`src/rtl/irqagg_pkg.sv`:
```
package irqagg_pkg;

    // Cause bank widths and defined-bit masks
    localparam int PIPE_CAUSE_W = 6;
    localparam int CTRL_CAUSE_W = 5;
    localparam logic [PIPE_CAUSE_W-1:0] PIPE_VALID = 6'h3F;
    localparam logic [CTRL_CAUSE_W-1:0] CTRL_VALID = 5'b11110;

    // Word address map
    localparam int ADDR_SRC     = 0;
    localparam int ADDR_MASK    = 1;
    localparam int ADDR_CSTAT   = 2;
    localparam int ADDR_CCLR    = 3;
    localparam int ADDR_CEN     = 4;
    localparam int PIPE_BASE    = 8;
    localparam int PIPE_STRIDE  = 4;
    localparam int OFF_STAT     = 0;
    localparam int OFF_CLR      = 1;
    localparam int OFF_EN       = 2;

    localparam int SRC_CTRL_BIT = 31;

    typedef enum logic [2:0] {
        RD_NONE,
        RD_SRC,
        RD_MASK,
        RD_CSTAT,
        RD_CEN,
        RD_PSTAT,
        RD_PEN
    } rd_kind_e;

endpackage

```
`src/rtl/irq_cause_bank.sv`:
```
module irq_cause_bank #(
    parameter int             W     = 6,
    parameter logic [W-1:0]   VALID = '1
) (
    input  logic         clk,
    input  logic         rst_n,
    input  logic [W-1:0] evt,
    input  logic         clr_we,
    input  logic         en_we,
    input  logic [W-1:0] wdata,
    output logic [W-1:0] status,
    output logic [W-1:0] enable,
    output logic         pending
);

    typedef struct packed {
        logic [W-1:0] status;
        logic [W-1:0] enable;
    } bank_t;

    bank_t st_d, st_q;
    logic [W-1:0] clr_bits;
    logic [W-1:0] set_bits;

    always_comb begin
        st_d     = st_q;
        clr_bits = clr_we ? wdata : '0;
        set_bits = evt & VALID;
        // clear first, then set: an event in the same cycle wins
        st_d.status = (st_q.status & ~clr_bits) | set_bits;
        if (en_we) begin
            st_d.enable = wdata & VALID;
        end
    end

    always_ff @(posedge clk or negedge rst_n) begin
        if (!rst_n) begin
            st_q <= '0;
        end else begin
            st_q <= st_d;
        end
    end

    assign status  = st_q.status;
    assign enable  = st_q.enable;
    assign pending = |(st_q.status & st_q.enable);

    // a posted event is visible in status after the edge
    assert_evt_captured_R2: assert property (@(posedge clk) disable iff (!rst_n)
        (|(evt & VALID)) |=> ((status & $past(evt & VALID)) == $past(evt & VALID)));

    // event and clear on the same bit, the bit stays set
    assert_evt_beats_clr_R4: assert property (@(posedge clk) disable iff (!rst_n)
        (clr_we && |(evt & wdata & VALID))
        |=> ((status & $past(evt & wdata & VALID)) == $past(evt & wdata & VALID)));

    // a clear with no event removes the written bits
    assert_clr_removes_R3: assert property (@(posedge clk) disable iff (!rst_n)
        (clr_we && !(|evt)) |=> ((status & $past(wdata)) == '0));

    // undefined bits never hold a one
    assert_undef_zero_R9: assert property (@(posedge clk) disable iff (!rst_n)
        ((status | enable) & ~VALID) == '0);

endmodule

```
`src/rtl/irq_addr_decode.sv`:
```
module irq_addr_decode
    import irqagg_pkg::*;
#(
    parameter int NUM_PIPES = 4,
    parameter int ADDR_W    = 8,
    parameter int PIDX_W    = 2
) (
    input  logic [ADDR_W-1:0]    addr,
    input  logic                 we,
    output logic                 mask_we,
    output logic                 ctrl_clr_we,
    output logic                 ctrl_en_we,
    output logic [NUM_PIPES-1:0] pipe_clr_we,
    output logic [NUM_PIPES-1:0] pipe_en_we,
    output rd_kind_e             rd_kind,
    output logic [PIDX_W-1:0]    rd_pipe
);

    localparam int PIPE_END = PIPE_BASE + PIPE_STRIDE * NUM_PIPES;

    logic [31:0] a;
    logic [31:0] rel;
    logic [31:0] idx;
    logic [31:0] off;

    always_comb begin
        a           = 32'(addr);
        rel         = a - 32'(PIPE_BASE);
        idx         = rel / 32'(PIPE_STRIDE);
        off         = rel % 32'(PIPE_STRIDE);
        mask_we     = 1'b0;
        ctrl_clr_we = 1'b0;
        ctrl_en_we  = 1'b0;
        pipe_clr_we = '0;
        pipe_en_we  = '0;
        rd_kind     = RD_NONE;
        rd_pipe     = '0;
        if (a == 32'(ADDR_SRC)) begin
            rd_kind = RD_SRC;
        end else if (a == 32'(ADDR_MASK)) begin
            rd_kind = RD_MASK;
            mask_we = we;
        end else if (a == 32'(ADDR_CSTAT)) begin
            rd_kind = RD_CSTAT;
        end else if (a == 32'(ADDR_CCLR)) begin
            ctrl_clr_we = we;
        end else if (a == 32'(ADDR_CEN)) begin
            rd_kind    = RD_CEN;
            ctrl_en_we = we;
        end else if (a >= 32'(PIPE_BASE) && a < 32'(PIPE_END)) begin
            rd_pipe = PIDX_W'(idx);
            for (int p = 0; p < NUM_PIPES; p++) begin
                if (idx == 32'(p)) begin
                    if (off == 32'(OFF_CLR)) pipe_clr_we[p] = we;
                    if (off == 32'(OFF_EN))  pipe_en_we[p]  = we;
                end
            end
            if (off == 32'(OFF_STAT)) rd_kind = RD_PSTAT;
            else if (off == 32'(OFF_EN)) rd_kind = RD_PEN;
        end
    end

endmodule

```
`src/rtl/irq_aggregator.sv`:
```
module irq_aggregator
    import irqagg_pkg::*;
#(
    parameter int NUM_PIPES = 4,
    parameter int ADDR_W    = 8
) (
    input  logic                              clk,
    input  logic                              rst_n,
    input  logic [NUM_PIPES*PIPE_CAUSE_W-1:0] pipe_evt,
    input  logic [3:0]                        ctrl_evt,
    input  logic                              reg_we,
    input  logic [ADDR_W-1:0]                 reg_addr,
    input  logic [31:0]                       reg_wdata,
    output logic [31:0]                       reg_rdata,
    output logic                              irq_out
);

    localparam int PIDX_W = (NUM_PIPES > 1) ? $clog2(NUM_PIPES) : 1;
    localparam logic [31:0] SRC_VALID =
        (32'd1 << SRC_CTRL_BIT) | ((32'd1 << NUM_PIPES) - 32'd1);

    typedef struct packed {
        logic [31:0] mask;
    } top_state_t;

    top_state_t st_d, st_q;

    logic                    mask_we, ctrl_clr_we, ctrl_en_we;
    logic [NUM_PIPES-1:0]    pipe_clr_we, pipe_en_we;
    rd_kind_e                rd_kind;
    logic [PIDX_W-1:0]       rd_pipe;

    logic [PIPE_CAUSE_W-1:0] pipe_stat [NUM_PIPES];
    logic [PIPE_CAUSE_W-1:0] pipe_en   [NUM_PIPES];
    logic [NUM_PIPES-1:0]    pipe_pend;
    logic [CTRL_CAUSE_W-1:0] ctrl_stat, ctrl_en;
    logic                    ctrl_pend;
    logic [31:0]             src;

    irq_addr_decode #(
        .NUM_PIPES (NUM_PIPES),
        .ADDR_W    (ADDR_W),
        .PIDX_W    (PIDX_W)
    ) u_decode (
        .addr        (reg_addr),
        .we          (reg_we),
        .mask_we     (mask_we),
        .ctrl_clr_we (ctrl_clr_we),
        .ctrl_en_we  (ctrl_en_we),
        .pipe_clr_we (pipe_clr_we),
        .pipe_en_we  (pipe_en_we),
        .rd_kind     (rd_kind),
        .rd_pipe     (rd_pipe)
    );

    for (genvar p = 0; p < NUM_PIPES; p++) begin : g_pipe
        irq_cause_bank #(
            .W     (PIPE_CAUSE_W),
            .VALID (PIPE_VALID)
        ) u_bank (
            .clk     (clk),
            .rst_n   (rst_n),
            .evt     (pipe_evt[p*PIPE_CAUSE_W +: PIPE_CAUSE_W]),
            .clr_we  (pipe_clr_we[p]),
            .en_we   (pipe_en_we[p]),
            .wdata   (reg_wdata[PIPE_CAUSE_W-1:0]),
            .status  (pipe_stat[p]),
            .enable  (pipe_en[p]),
            .pending (pipe_pend[p])
        );
    end

    irq_cause_bank #(
        .W     (CTRL_CAUSE_W),
        .VALID (CTRL_VALID)
    ) u_ctrl_bank (
        .clk     (clk),
        .rst_n   (rst_n),
        .evt     ({ctrl_evt, 1'b0}),
        .clr_we  (ctrl_clr_we),
        .en_we   (ctrl_en_we),
        .wdata   (reg_wdata[CTRL_CAUSE_W-1:0]),
        .status  (ctrl_stat),
        .enable  (ctrl_en),
        .pending (ctrl_pend)
    );

    // Source bitmap: first level of aggregation
    always_comb begin
        src = '0;
        for (int p = 0; p < NUM_PIPES; p++) begin
            src[p] = pipe_pend[p];
        end
        src[SRC_CTRL_BIT] = ctrl_pend;
    end

    always_comb begin
        st_d = st_q;
        if (mask_we) begin
            st_d.mask = reg_wdata & SRC_VALID;
        end
    end

    always_ff @(posedge clk or negedge rst_n) begin
        if (!rst_n) begin
            st_q <= '0;
        end else begin
            st_q <= st_d;
        end
    end

    // Second level: environment mask gates the output
    assign irq_out = |(src & st_q.mask);

    always_comb begin
        case (rd_kind)
            RD_SRC:   reg_rdata = src;
            RD_MASK:  reg_rdata = st_q.mask;
            RD_CSTAT: reg_rdata = 32'(ctrl_stat);
            RD_CEN:   reg_rdata = 32'(ctrl_en);
            RD_PSTAT: reg_rdata = 32'(pipe_stat[rd_pipe]);
            RD_PEN:   reg_rdata = 32'(pipe_en[rd_pipe]);
            default:  reg_rdata = '0;
        endcase
    end

    // a zero mask write silences the line from the next cycle
    assert_mask_zero_quiet_R8: assert property (@(posedge clk) disable iff (!rst_n)
        (reg_we && reg_addr == ADDR_W'(ADDR_MASK) && reg_wdata == '0) |=> !irq_out);

    // the line is level; without a register write it cannot drop
    assert_irq_level_R7: assert property (@(posedge clk) disable iff (!rst_n)
        (irq_out && !reg_we) |=> irq_out);

endmodule

```
`config.mk`:
```
export PLATFORM = sky130hd
export DESIGN_NAME = irq_aggregator
export DESIGN_NICKNAME = d
export VERILOG_FILES = /design/src/rtl/irqagg_pkg.sv /design/src/rtl/irq_cause_bank.sv /design/src/rtl/irq_addr_decode.sv /design/src/rtl/irq_aggregator.sv
export SDC_FILE = /design/constraint.sdc
export NUM_CORES = 1
export LEC_CHECK = 0
export BUFFER_PORTS_ARGS = -buffer_cell sky130_fd_sc_hd__buf_2
export CAP_MARGIN = 30
export CORE_MARGIN = 2
export CORE_UTILIZATION = 53
export DETAILED_ROUTE_END_ITERATION = 6
export GPL_TIMING_DRIVEN = 0
export PLACE_DENSITY = 0.86
export SLEW_MARGIN = 20
export SYNTH_ARGS = -nofsm -noshare
export SYNTH_HDL_FRONTEND = slang
export SYNTH_HIERARCHICAL = 1
export SYNTH_SLANG_ARGS = --single-unit
```
`constraint.sdc`:
```
create_clock -name clk -period 5.6 [get_ports clk]
set_input_delay 0.84 -clock clk [delete_from_list [all_inputs] [get_ports clk]]
set_output_delay 0.84 -clock clk [all_outputs]
set_load 0.01 [all_outputs]
```
# Word level (Yosys, flattened, before mapping)
# Cells that the tools add are included.
# word_totals
reg_bits	62
input_bits	71
out_inout_bits	33
# classes
addsub	1
magnitude_cmp	3
n_eq_ne	15
mux	59
bitwise	22
n_reduce_logical	10
# op_table
operator	n
case mux 32 bit (6 select lines)	1
logical NOT 32 bit	2
equality test 30 x 2 -> 1 bit (second input constant)	2
bitwise AND 6 bit	8
two-way mux 4 bit	12
two-way mux 6 bit	8
bitwise AND 32 bit	1
OR reduction 32 bit	1
equality test 30 x 1 -> 1 bit (second input constant)	1
binary-select mux 6 bit (select 2 bit)	2
two-way mux 3 bit	8
inverter 6 bit	4
bitwise OR 6 bit	4
OR reduction 6 bit	4
two-way mux 1 bit	21
equality test 8 x 2 -> 1 bit (second input constant)	2
two-way mux 2 bit	6
bitwise AND 5 bit	2
equality test 3 bit (second input constant)	3
subtractor 8 x 4 -> 9 bit (second input constant)	1
equality test 8 x 1 -> 1 bit (second input constant)	1
equality test 8 x 3 -> 1 bit (second input constant)	1
>= comparator 8 x 4 -> 1 bit (second input constant)	1
logical NOT 8 bit	1
other kinds (12)	13

# Longest topological paths before layout
# Gate-level depths: netlist of the first run.
# depth
ltp_word	14
mapped_depth	12
ltp_nobuf	9

# Modules after synthesis
# Netlist of the first run, hierarchy kept.
# by_module_without_submodules
module	n_inst	cells_each	area_each_um2	seq_area_each_um2
irq_cause_bank (g_pipe[0].u_bank ...)	4	35	496.7	300.3
irq_aggregator	1	107	1016.0	125.1
irq_cause_bank (u_ctrl_bank)	1	27	352.8	225.2
irq_addr_decode	1	47	316.6	0.0

# Worst setup path after synthesis of the first run
# OpenSTA, ideal clock, no wires.
# synth_path
path_type	input to output
from	input port reg_addr[3]
to	output port reg_rdata[1]
arrival_ns	3.631
path_slack_ns	1.129
cell_stages	11
cell_sequence	clkdlybuf4s50_2 > inv_1 > ha_1 > and2b_2 > a221o_1 > or3_2 > a21oi_1 > buf_2 > a21oi_1 > a211o_1 > nand4_1
# synth_between
word_cells_on_any_way	35
cone_classes	1 x add/sub; 2 x order compare; 10 x eq/ne; 19 x mux; 1 x bitwise; 2 x reduce/logical
# synth_lines
element	line	source
start: declaration	irq_aggregator.sv:12	input logic [ADDR_W-1:0] reg_addr,
>= comparator 8 x 4 -> 1 bit or < comparator 8 x 5 -> 1 bit (tied branches)	irq_addr_decode.sv:50	end else if (a >= 32'(PIPE_BASE) && a < 32'(PIPE_END)) begin
logical AND 1 bit	irq_addr_decode.sv:50	
two-way mux 3 bit	irq_addr_decode.sv:50	
two-way mux 3 bit	irq_addr_decode.sv:47	end else if (a == 32'(ADDR_CEN)) begin
two-way mux 3 bit	irq_addr_decode.sv:45	end else if (a == 32'(ADDR_CCLR)) begin
two-way mux 3 bit	irq_addr_decode.sv:43	end else if (a == 32'(ADDR_CSTAT)) begin
two-way mux 3 bit	irq_addr_decode.sv:40	end else if (a == 32'(ADDR_MASK)) begin
two-way mux 3 bit (*)	irq_addr_decode.sv:38	if (a == 32'(ADDR_SRC)) begin
via rd_kind[0]	irq_aggregator.sv:30	rd_kind_e rd_kind;
equality test 3 bit, or another cell as far along	irq_aggregator.sv:116	case (rd_kind)
case mux 32 bit (6 select lines) (*)	irq_aggregator.sv:116	
end: declaration	irq_aggregator.sv:14	output logic [31:0] reg_rdata,
# Mark *: on every way through the listed nets, which the timed path passes. The rest lies on a longest branch. The select of a mux whose other input is x is not followed.

# Worst setup path after layout of the first run
# Ends and elaborated chain as after synthesis.

==> metrics.cfg, run 1 <==
[clocking]
h-tree-depth = 3
hold_buffers = 0
numCtsBuffers = 9
cts_tree = yes
cts_root_buffer = clkbuf_8
clock_latency_ns = 0.35
cts_resized = 0
post_cts.repair.setup_buffers = 0
clkTransAtPathRegs_ns = 0.06
cts.sinks = 62
clockBufferDepth = 2

[worst_hold_path]
min_from = g_pipe[1].u_bank/status[1]
holdPathStages = 1
hold_path_class = reg -> reg
hold_path_end = g_pipe[1].u_bank/status[1]

[worst_setup_path]
critPathMaxFanout = 10
required_ns = 4.76
cp_cell_sequence = buf_2 > clkdlybuf4s50_2 > inv_1 > ha_1 > and2b_2 > a221o_1 > or3_2 > a21oi_1 > buf_2 > a21oi_1 > a211o_1 > nand4_1 > buf_2
reg2reg_depth = 1
critPathKind = in -> out
timing.rr.start = g_pipe[0].u_bank/enable[1]
timing.rr.end = g_pipe[0].u_bank/enable[1]
critPathTopFamily = buffers and inverters
critPathCaptureType = output port
cpMaxStageDelayCell = clkdlybuf4s50_2
crit_buf_inv = 5
regToRegSetupSlack_ns = 4.78
cpPeakStageDelay_ns = 0.58
critPathMostFrequentCell = buf_2
cp.arrival_ns = 4.21
worst_setup_path_start_kind = input port

[global_route]
grtUsageTotal_pct = 25.2
grt_pass1_vias = 2785
antenna_found_initial = 0
grt_pass1_wl_mm = 14.4
grt_max_degree = 63
grt_overflow = 0

[route]
first_iter_violations = 207
vias = 2864
wl_per_cell_um = 18.1
wl_mm = 8.96
dr.pass1.iters = 4
drc_errors = 0
viasPerCell = 5.80
final_antenna_net_count = 0

[logic_synthesis]
yosysWarnings = 6
synthCells = 321
avgSynthCellArea_um2 = 11.4
seq_area_frac_synth_pct = 42.2
synth_top_area_share_pct = 42.2
yosys-top-cells-count = dfrtp_1 (62), nand2_1 (43), a21o_1 (28)
yosysUniqueCellTypes = 50
async_reset_ff_share_pct = 100
synth.most_common_cell = dfrtp_1
syn_area_um2 = 3670
synthFlopType = dfrtp_1
synth_edf_count = 0
synth_top_cells_by_area = dfrtp_1 (42%), mux2_4 (9.8%), a21o_1 (5.7%)
yosysTopAreaCell = dfrtp_1
ys_ff_latch = 62

[status]
run_status = completed

[layout]
instances_no_fill = 494
drive_gt1_share_pct = 39.4
finalNetCount = 482
area_growth_pct = 17.0
antenna_cells = 0
finish.instance_area_um2 = 4300

[floorplanning]
initial_utilization_pct = 54.4
core-area_um2 = 6760
ioPinCount = 104
die_area_um2 = 7610
die_w_um = 87.2
fp-row-count = 30
die_h_um = 87.2

[placement]
dp_hpwl_mm = 6.49
dpl_worst_slack_ns = 0.558
place_area_um2 = 4130
gp_routability_congestion = 0.891
post-place-cells = 478
io_buffers = 53

[run]
cap_violations = 0

[timing]
relSlewSlack_pct = 32.9
post-route-period-util_pct = 90.2
hold_viol_final = 0
maxSlewViolCount = 0
fmax_mhz = 198
rsz0062_at_grt = false
final-setup-viol-count = 0
skew_ns = 0
fin_ws_ns = 0.550
min_period_ns = 5.05
tightest_slew_ns = 0.998
finalSetupTns_ns = 0

[pwr]
peakVddDrop_mv = 0.198
power-per-cell-area_nw_per_um2 = 207
cellLeakagePower_nw = 1.86

## power breakdown
group	leakage, nW	switching, W	internal, W	total [W]
sequential	0.718	0.00000383	0.000452	0.000456
clock	0.0861	0.000172	0.000170	0.000343
combinational	1.06	0.0000495	0.0000399	0.0000894
total	1.86	0.000226	0.000663	0.000888
## metal layers
metal	share of wire, %	up-vias	GRT usage (%)	routed length [µm]
met5	0	-	0	0
met4	2.0	0	8.11	180
met3	6.7	20	5.31	597
met2	50	134	41.6	4460
met1	42	1406	33.2	3720
li1	-	1304	-	-
## state kept, by name (all words and copies together), names as in the netlist
register              flops
g_pipe.u_bank/enable     24
g_pipe.u_bank/status     24
u_ctrl_bank/status        5
st_q                      5
u_ctrl_bank/enable        4
## kinds of logic after synthesis
logic type / Yosys count / synth area share [%]
AO/OA/AOI/OAI: 64 / 12.9
XOR/XNOR: 1 / 0.239
adder cells (fa/ha/maj): 2 / 0.681
buffers and inverters: 43 / 8.99
flip-flops: 62 / 42.2
multiplexers: 54 / 21.0
other: 2 / 0.205
AND/OR/NAND/NOR: 93 / 13.7
## area by class of cell
class                      instances  area [µm²]
fill                             556        2460
multi-input combinational        240        1880
sequential                        62        1550
buffer                            40         319
timing repair buffer              53         268
clock buffer                      12         145
tap                               80         100
clock inverter                     4        22.5
inverter                           3        11.3
## worst max-delay path by stage
stage / slack (ns) / cells past startpoint / endpoint / startpoint
floorplan: 1.13 / 11 / reg_rdata[1] / reg_addr[3]
global route: 0.36 / 13 / reg_rdata[1] / reg_addr[3]
finish: 0.55 / 13 / reg_rdata[1] / reg_addr[3]
global placement: 0.62 / 13 / reg_rdata[1] / reg_addr[3]
detailed placement: 0.56 / 13 / reg_rdata[1] / reg_addr[3]
CTS: 0.56 / 13 / reg_rdata[1] / reg_addr[3]
## through the flow
step | hold WS (ns) | util (%) | total power [W]
4_1_cts | 0.520 | 63.6 | 0.000894
5_1_grt | 0.535 | 63.6 | 0.000928
2_1_floorplan | 0.465 | - | 0.000511
6_report | 0.517 | 63.6 | 0.000888
3_3_place_gp | 0.487 | 61.1 | 0.000550
3_5_place_dp | 0.502 | 61.1 | 0.000553
## cells in the final DEF, fill, tap and decap left out, drive strengths merged, types with 4 or more instances in the layout
cell    synthesis  routed
a21o           28      28
conb            2      26
dfrtp          62      62
nand3           7       7
buf            37      90
nand4           5       5
nand2          43      43
a22oi          20      20
mux2i           4       4
mux2           43      43
mux4            7       7
nor2            7       7
nor3            5       5
a21oi           7       7
clkbuf          2      14
a211o           5       5
No activity file was read; power rests on OpenSTA's default activity.
==> inputs of run 2 (changes only) <==
--- a/config.mk
+++ b/config.mk
@@ -5,10 +5,11 @@
 export SDC_FILE = /design/constraint.sdc
 export NUM_CORES = 1
 export LEC_CHECK = 0
+export ABC_AREA = 1
 export BUFFER_PORTS_ARGS = -buffer_cell sky130_fd_sc_hd__buf_2
 export CAP_MARGIN = 30
 export CORE_MARGIN = 2
-export CORE_UTILIZATION = 53
+export CORE_UTILIZATION = 54
 export DETAILED_ROUTE_END_ITERATION = 6
 export GPL_TIMING_DRIVEN = 0
 export PLACE_DENSITY = 0.86
==> metrics.cfg, run 2 <==
[layout]
postLayoutCoreUtil_pct = 65.3  ; +1.7 points
nFillCells = 676  ; +22%
antenna_cells = 0  ; unchanged
area_growth_pct = 16.3
instances_no_fill = 791  ; +60%
regArea_um2 = 1550  ; unchanged
finalNetCount = 760  ; +58%
layout_common_cells = nand2_1 (207), inv_1 (86), dfrtp_1 (62)
layout_commonest_cell = nand2_1
drive_gt1_share_pct = 20.1  ; -19 points
multi_input_area_um2 = 1940  ; +3.1%

[pwr]
power-per-cell-area_nw_per_um2 = 198  ; -4.2%
cellLeakagePower_nw = 2.79  ; +50%
p_clk_share_pct = 39.6  ; +1.0 points
peakVddDrop_mv = 0.147  ; -26%
swShare_pct = 26.6  ; +1.2 points
comb_power_share_pct = 11.6  ; +1.5 points
power_frac_seq_pct = 48.8  ; -2.5 points
p_sw_w = 0.000251  ; +11%
internal_power_w = 0.000692  ; +4.5%

[worst_setup_path]
worst_setup_path_start_kind = input port
cpPeakStageDelay_ns = 0.24  ; -0.34 ns
cp_cell_sequence = buf_2 > inv_2 > ha_1 > nand2_2 > inv_1 > nand2_1 > nand2_2 > o21ai_0 > nand2_1 > inv_1 > inv_4 > buf_6 > nand4_1 > nand2_1 > nor2_1 > nand3_1 > buf_2
cp.arrival_ns = 2.83  ; -1.38 ns
required_ns = 4.76  ; about the same
critPathMostFrequentCell = nand2_1
timing.rr.end = st_q[0]
critPathCaptureType = output port
regToRegSetupSlack_ns = 4.80  ; +0.02 ns
critPathMaxFanout = 10  ; unchanged
critPathKind = in -> out
cpMaxStageDelayCell = ha_1
reg2reg_depth = 1  ; unchanged
timing.rr.start = st_q[0]

[timing]
fmax_mhz = 273  ; +38%
final-setup-viol-count = 0  ; unchanged
tightest_slew_ns = 0.778  ; -0.220 ns
post-route-period-util_pct = 65.5  ; -25 points
maxSlewViolCount = 0  ; unchanged
rsz0062_at_grt = false
relSlewSlack_pct = 48.1  ; +15 points
finalSetupTns_ns = 0  ; unchanged
fin_ws_ns = 1.93  ; +1.38 ns
hold_viol_final = 0  ; unchanged
min_period_ns = 3.67  ; -1.38 ns
skew_ns = 0  ; unchanged

[status]
run_status = completed

[clocking]
clockBufferDepth = 2  ; unchanged
post_cts.repair.setup_buffers = 0  ; unchanged
cts_tree = yes
hold_buffers = 0  ; unchanged
cts_root_buffer = clkbuf_8
numCtsBuffers = 9  ; unchanged
cts_resized = 0  ; unchanged
clkTransAtPathRegs_ns = 0.07  ; about the same
cts.sinks = 62  ; unchanged
h-tree-depth = 3  ; unchanged
clock_latency_ns = 0.35  ; about the same

[logic_synthesis]
yosysTopAreaCell = dfrtp_1
seq_area_frac_synth_pct = 37.9  ; -4.3 points
synth_top_area_share_pct = 37.9  ; -4.3 points
syn_area_um2 = 4090  ; +11%
synth_edf_count = 0  ; unchanged
synth_top_cells_by_area = dfrtp_1 (38%), nand2_1 (19%), inv_1 (7.9%)
ys_ff_latch = 62  ; unchanged
synthFlopType = dfrtp_1
async_reset_ff_share_pct = 100  ; unchanged
yosysWarnings = 6  ; unchanged
synth.most_common_cell = nand2_1
synthCells = 599  ; +87%
avgSynthCellArea_um2 = 6.83  ; -40%
yosysUniqueCellTypes = 29  ; -42%
yosys-top-cells-count = nand2_1 (207), inv_1 (86), dfrtp_1 (62)

[global_route]
grt_max_degree = 63  ; unchanged
grt_overflow = 0  ; unchanged
grtUsageTotal_pct = 25.0  ; -0.22 points
grt_pass1_vias = 3588  ; +29%
grt_pass1_wl_mm = 16.5  ; +15%
antenna_found_initial = 0  ; unchanged

[placement]
io_buffers = 53  ; unchanged
dpl_worst_slack_ns = 1.99  ; +1.43 ns
gp_routability_congestion = 0.901  ; +1.1%
post-place-cells = 775  ; +62%
dp_hpwl_mm = 7.46  ; +15%

[route]
viasPerCell = 4.96  ; -14%
wl_mm = 9.76  ; +9.0%
vias = 3921  ; +37%
first_iter_violations = 297  ; +43%
final_antenna_net_count = 0  ; unchanged
drc_errors = 0  ; unchanged
wl_per_cell_um = 12.3  ; -32%
dr.pass1.iters = 5  ; +1

[floorplanning]
ioPinCount = 104  ; unchanged
fp-row-count = 31  ; +3.3%
die_h_um = 91.1  ; +4.4%
die_w_um = 91.1  ; +4.4%
initial_utilization_pct = 56.1  ; +1.8 points
die_area_um2 = 8290  ; +8.9%
core-area_um2 = 7290  ; +7.9%

[worst_hold_path]
min_from = u_ctrl_bank/status[4]
hold_path_class = reg -> reg
holdPathStages = 2  ; +1
hold_path_end = u_ctrl_bank/status[4]

[run]
cap_violations = 0  ; unchanged

-- run 2: changes by cell type after synthesis, moves of 7 or more --
cell | before | now
nand2_1 | 43 | 207
inv_1 | 3 | 86
nand3_1 | 7 | 41
nor2_1 | 7 | 35
mux2_4 | 24 | 0
o21ai_1 | 0 | 23
a22oi_1 | 20 | 0
mux2_2 | 15 | 0
inv_2 | 0 | 13
o21ai_0 | 1 | 14
nand4_1 | 5 | 14
buf_4 | 27 | 34
mux4_2 | 7 | 0
-- run 2: worst max-delay path by stage --
stage	slack, ns	to	cells past startpoint	from
after floorplan	2.53	reg_rdata[1]	15	reg_addr[3]
after global placement	1.98	reg_rdata[1]	17	reg_addr[3]
after detailed placement	1.99	reg_rdata[1]	17	reg_addr[3]
after CTS	1.98	reg_rdata[1]	17	reg_addr[3]
after global routing	1.70	reg_rdata[0]	16	reg_addr[3]
final	1.93	reg_rdata[1]	17	reg_addr[3]
-- run 2: power by group through the flow --
stage | combinational [W] | clock [W] | sequential (W)
3_3_place_gp | 0.000105 | 0 | 0.000468
6_report | 0.000109 | 0.000373 | 0.000460
2_1_floorplan | 0.0000618 | 0 | 0.000467
3_5_place_dp | 0.000108 | 0 | 0.000469
5_1_grt | 0.000123 | 0.000398 | 0.000461
4_1_cts | 0.000108 | 0.000379 | 0.000460
-- run 2: kinds of logic after synthesis --
kind of cell	Yosys count	share of synthesized area, %
compound gates	66	9.72
fa+ha+maj	2	0.611
buf+inv	146	16.9
flops	62	37.9
mux	4	1.10
other cells	2	0.183
simple gates	317	33.6
-- run 2: area by class of cell --
type / instances / area share [%]
repair buffers: 53 / 5.62
inverters: 106 / 8.41
well taps: 99 / 2.60
clock buffers: 13 / 3.55
flip-flops and latches: 62 / 32.6
plain buffers: 40 / 6.12
multi-input cells: 415 / 40.7
clock inverters: 3 / 0.368
-- run 2: per-layer routing --
layer / up-vias / wire [µm] / track usage [%]
met5: - / 0 / 0
met4: 0 / 284 / 10.6
met3: 25 / 691 / 3.90
met2: 168 / 4460 / 40.1
met1: 1756 / 4320 / 33.6
li1: 1972 / - / -
-- run 2: metrics by stage --
step	area, µm²	power (W)	hold WS (ns)
6_report	4760	0.000943	0.517
5_1_grt	4760	0.000982	0.529
4_1_cts	4760	0.000947	0.519
3_5_place_dp	4570	0.000577	0.491
3_3_place_gp	4570	0.000574	0.492
2_1_floorplan	4180	0.000529	0.462
-- run 2: critical path: cells and delay by family --
family	cells	cell delay [ns]
compound gates	1	0.16
fa+ha+maj	1	0.24
buf+inv	7	0.86
simple gates	8	0.71
==> inputs of run 3 (changes only) <==
--- a/config.mk
+++ b/config.mk
@@ -9,10 +9,10 @@
 export BUFFER_PORTS_ARGS = -buffer_cell sky130_fd_sc_hd__buf_2
 export CAP_MARGIN = 30
 export CORE_MARGIN = 2
-export CORE_UTILIZATION = 54
+export CORE_UTILIZATION = 49
 export DETAILED_ROUTE_END_ITERATION = 6
 export GPL_TIMING_DRIVEN = 0
-export PLACE_DENSITY = 0.86
+export PLACE_DENSITY = 0.83
 export SLEW_MARGIN = 20
 export SYNTH_ARGS = -nofsm -noshare
 export SYNTH_HDL_FRONTEND = slang
==> constraint.sdc (replaced) <==
create_clock -name clk -period 3.3 [get_ports clk]
set_input_delay 0.495 -clock clk [delete_from_list [all_inputs] [get_ports clk]]
set_output_delay 0.495 -clock clk [all_outputs]
set_load 0.01 [all_outputs]
==> metrics.cfg, run 3 (synthesis gave the netlist of run 2 again) <==
[global_route]
grt_pass1_wl_mm = 16.8  ; +1.7%
grt_overflow = 0  ; unchanged
grt_max_degree = 63  ; unchanged
antenna_found_initial = 0  ; unchanged
grt_busiest_layer = met2
grtUsageTotal_pct = 24.0  ; -0.96 points
grt.met2_usage_pct = 41.1  ; +1.0 points
grtUsageMet1_pct = 29.8  ; -3.8 points
met3_usage_pct = 4.58  ; +0.68 points
grt_pass1_vias = 3690  ; +2.8%

[run]
cap_violations = 0  ; unchanged

[timing]
skew_ns = 0  ; unchanged
finalSetupTns_ns = 0  ; unchanged
post-route-period-util_pct = 92.2
min_period_ns = 3.04
hold_viol_final = 0  ; unchanged
final-setup-viol-count = 0  ; unchanged
rsz0062_at_grt = false
fmax_mhz = 329
maxSlewViolCount = 0  ; unchanged
relSlewSlack_pct = 47.9  ; -0.23 points
tightest_slew_ns = 0.782  ; +0.00339 ns

[pwr]
cellLeakagePower_nw = 2.78  ; -0.33%
power-per-cell-area_nw_per_um2 = 328  ; +66%
peakVddDrop_mv = 0.244  ; +67%
power.total_w = 0.00156  ; +65%

[clocking]
clockBufferDepth = 2  ; unchanged
hold_buffers = 0  ; unchanged
cts.sinks = 62  ; unchanged
h-tree-depth = 3  ; unchanged
cts_root_buffer = clkbuf_8
cts_tree = yes
post_cts.repair.setup_buffers = 0  ; unchanged
clock_latency_ns = 0.33  ; -0.02 ns
cts_resized = 0  ; unchanged
clkTransAtPathRegs_ns = 0.07  ; about the same
numCtsBuffers = 9  ; unchanged

[route]
wl_mm = 10.1  ; +3.6%
viasPerCell = 4.92  ; -0.65%
first_iter_violations = 293  ; -1.3%
final_antenna_net_count = 0  ; unchanged
wl_per_cell_um = 12.7  ; +2.8%
dr.pass1.iters = 5  ; unchanged
drc_errors = 0  ; unchanged
vias = 3925  ; +0.10%

[floorplanning]
die_h_um = 95.4  ; +4.8%
initial_utilization_pct = 50.1  ; -6.1 points
core-area_um2 = 8180  ; +12%
die_area_um2 = 9100  ; +9.7%
die_w_um = 95.4  ; +4.8%
ioPinCount = 104  ; unchanged
fp-row-count = 33  ; +6.5%

[worst_setup_path]
critPathTopFamily = simple AND/OR/NAND/NOR gates
worst_setup_path_start_kind = input port
cpMaxStageDelayCell = buf_2
cpPeakStageDelay_ns = 0.27  ; +0.03 ns
reg2reg_depth = 1  ; unchanged
critPathKind = in -> out
critPathMaxFanout = 10  ; unchanged
cp.arrival_ns = 2.55  ; -0.28 ns
timing.rr.end = st_q[2]
critPathCaptureType = output port
required_ns = 2.80  ; -1.96 ns
timing.rr.start = st_q[2]
cp_cell_sequence = buf_2 > inv_2 > ha_1 > nand2_2 > inv_1 > nand2_1 > nand2_2 > inv_1 > nand3_1 > nand3_1 > buf_2 > nand4_1 > nand2_1 > nor2_1 > nand3_1 > buf_2
regToRegSetupSlack_ns = 2.48  ; -2.32 ns
crit_buf_inv = 6  ; -1

[layout]
layout_common_cells = nand2_1 (207), inv_1 (86), dfrtp_1 (62)
drive_gt1_share_pct = 19.9  ; -0.14 points
layout_commonest_cell = nand2_1
finalNetCount = 760  ; unchanged
area_growth_pct = 16.1
antenna_cells = 0  ; unchanged

[placement]
dp_hpwl_mm = 7.70  ; +3.2%
io_buffers = 53  ; unchanged
gp_routability_congestion = 0.854  ; -5.2%

[worst_hold_path]
hold_path_class = in -> async

[status]
run_status = completed

run 3: cell count changes in the layout (fill, tap and decap cells not counted), sizes merged:
cell / before / now
clkbuf: 13 / 12
clkinv: 8 / 9
run 3: layout make-up:
cell class	instances	area, µm²
fillers	767	3430
clock buffers	12	145
well taps	105	131
multi-input cells	415	1940
inverters	106	400
flip-flops and latches	62	1550
repair buffers	53	268
plain buffers	40	292
clock inverters	4	22.5
run 3: per-stage QoR:
step	util, %	std cells	setup slack [ns]	instance area (µm²)	hold WS (ns)
CTS	58.1	797	0.321	4750	0.261
global route	58.1	797	0.0510	4750	0.291
global placement	56.0	781	0.356	4580	0.487
finish	58.1	797	0.259	4750	0.236
detailed placement	56.0	781	0.327	4580	0.505
floorplan	-	623	0.915	4180	0.199
run 3: routing by layer:
layer	up-vias	wire, µm	share of wire, %
met5	-	0	0
met4	0	267	2.6
met3	21	666	6.6
met2	148	4970	49
met1	1792	4210	42
li1	1964	-	-
run 3: worst max path at each step:
stage,startpoint,cells after the start,to,slack (ns)
finish,reg_addr[3],16,reg_rdata[0],0.26
global route,reg_addr[3],17,reg_rdata[3],0.05
CTS,reg_addr[3],17,reg_rdata[3],0.32
detailed placement,reg_addr[3],17,reg_rdata[3],0.33
global placement,reg_addr[3],17,reg_rdata[3],0.36
floorplan,reg_addr[3],15,reg_rdata[1],0.92
run 3: report_power, final:
group	switching, W	internal, W
Sequential	0.00000972	0.000772
Clock	0.000302	0.000290
Combinational	0.000115	0.0000708
Total	0.000427	0.00113
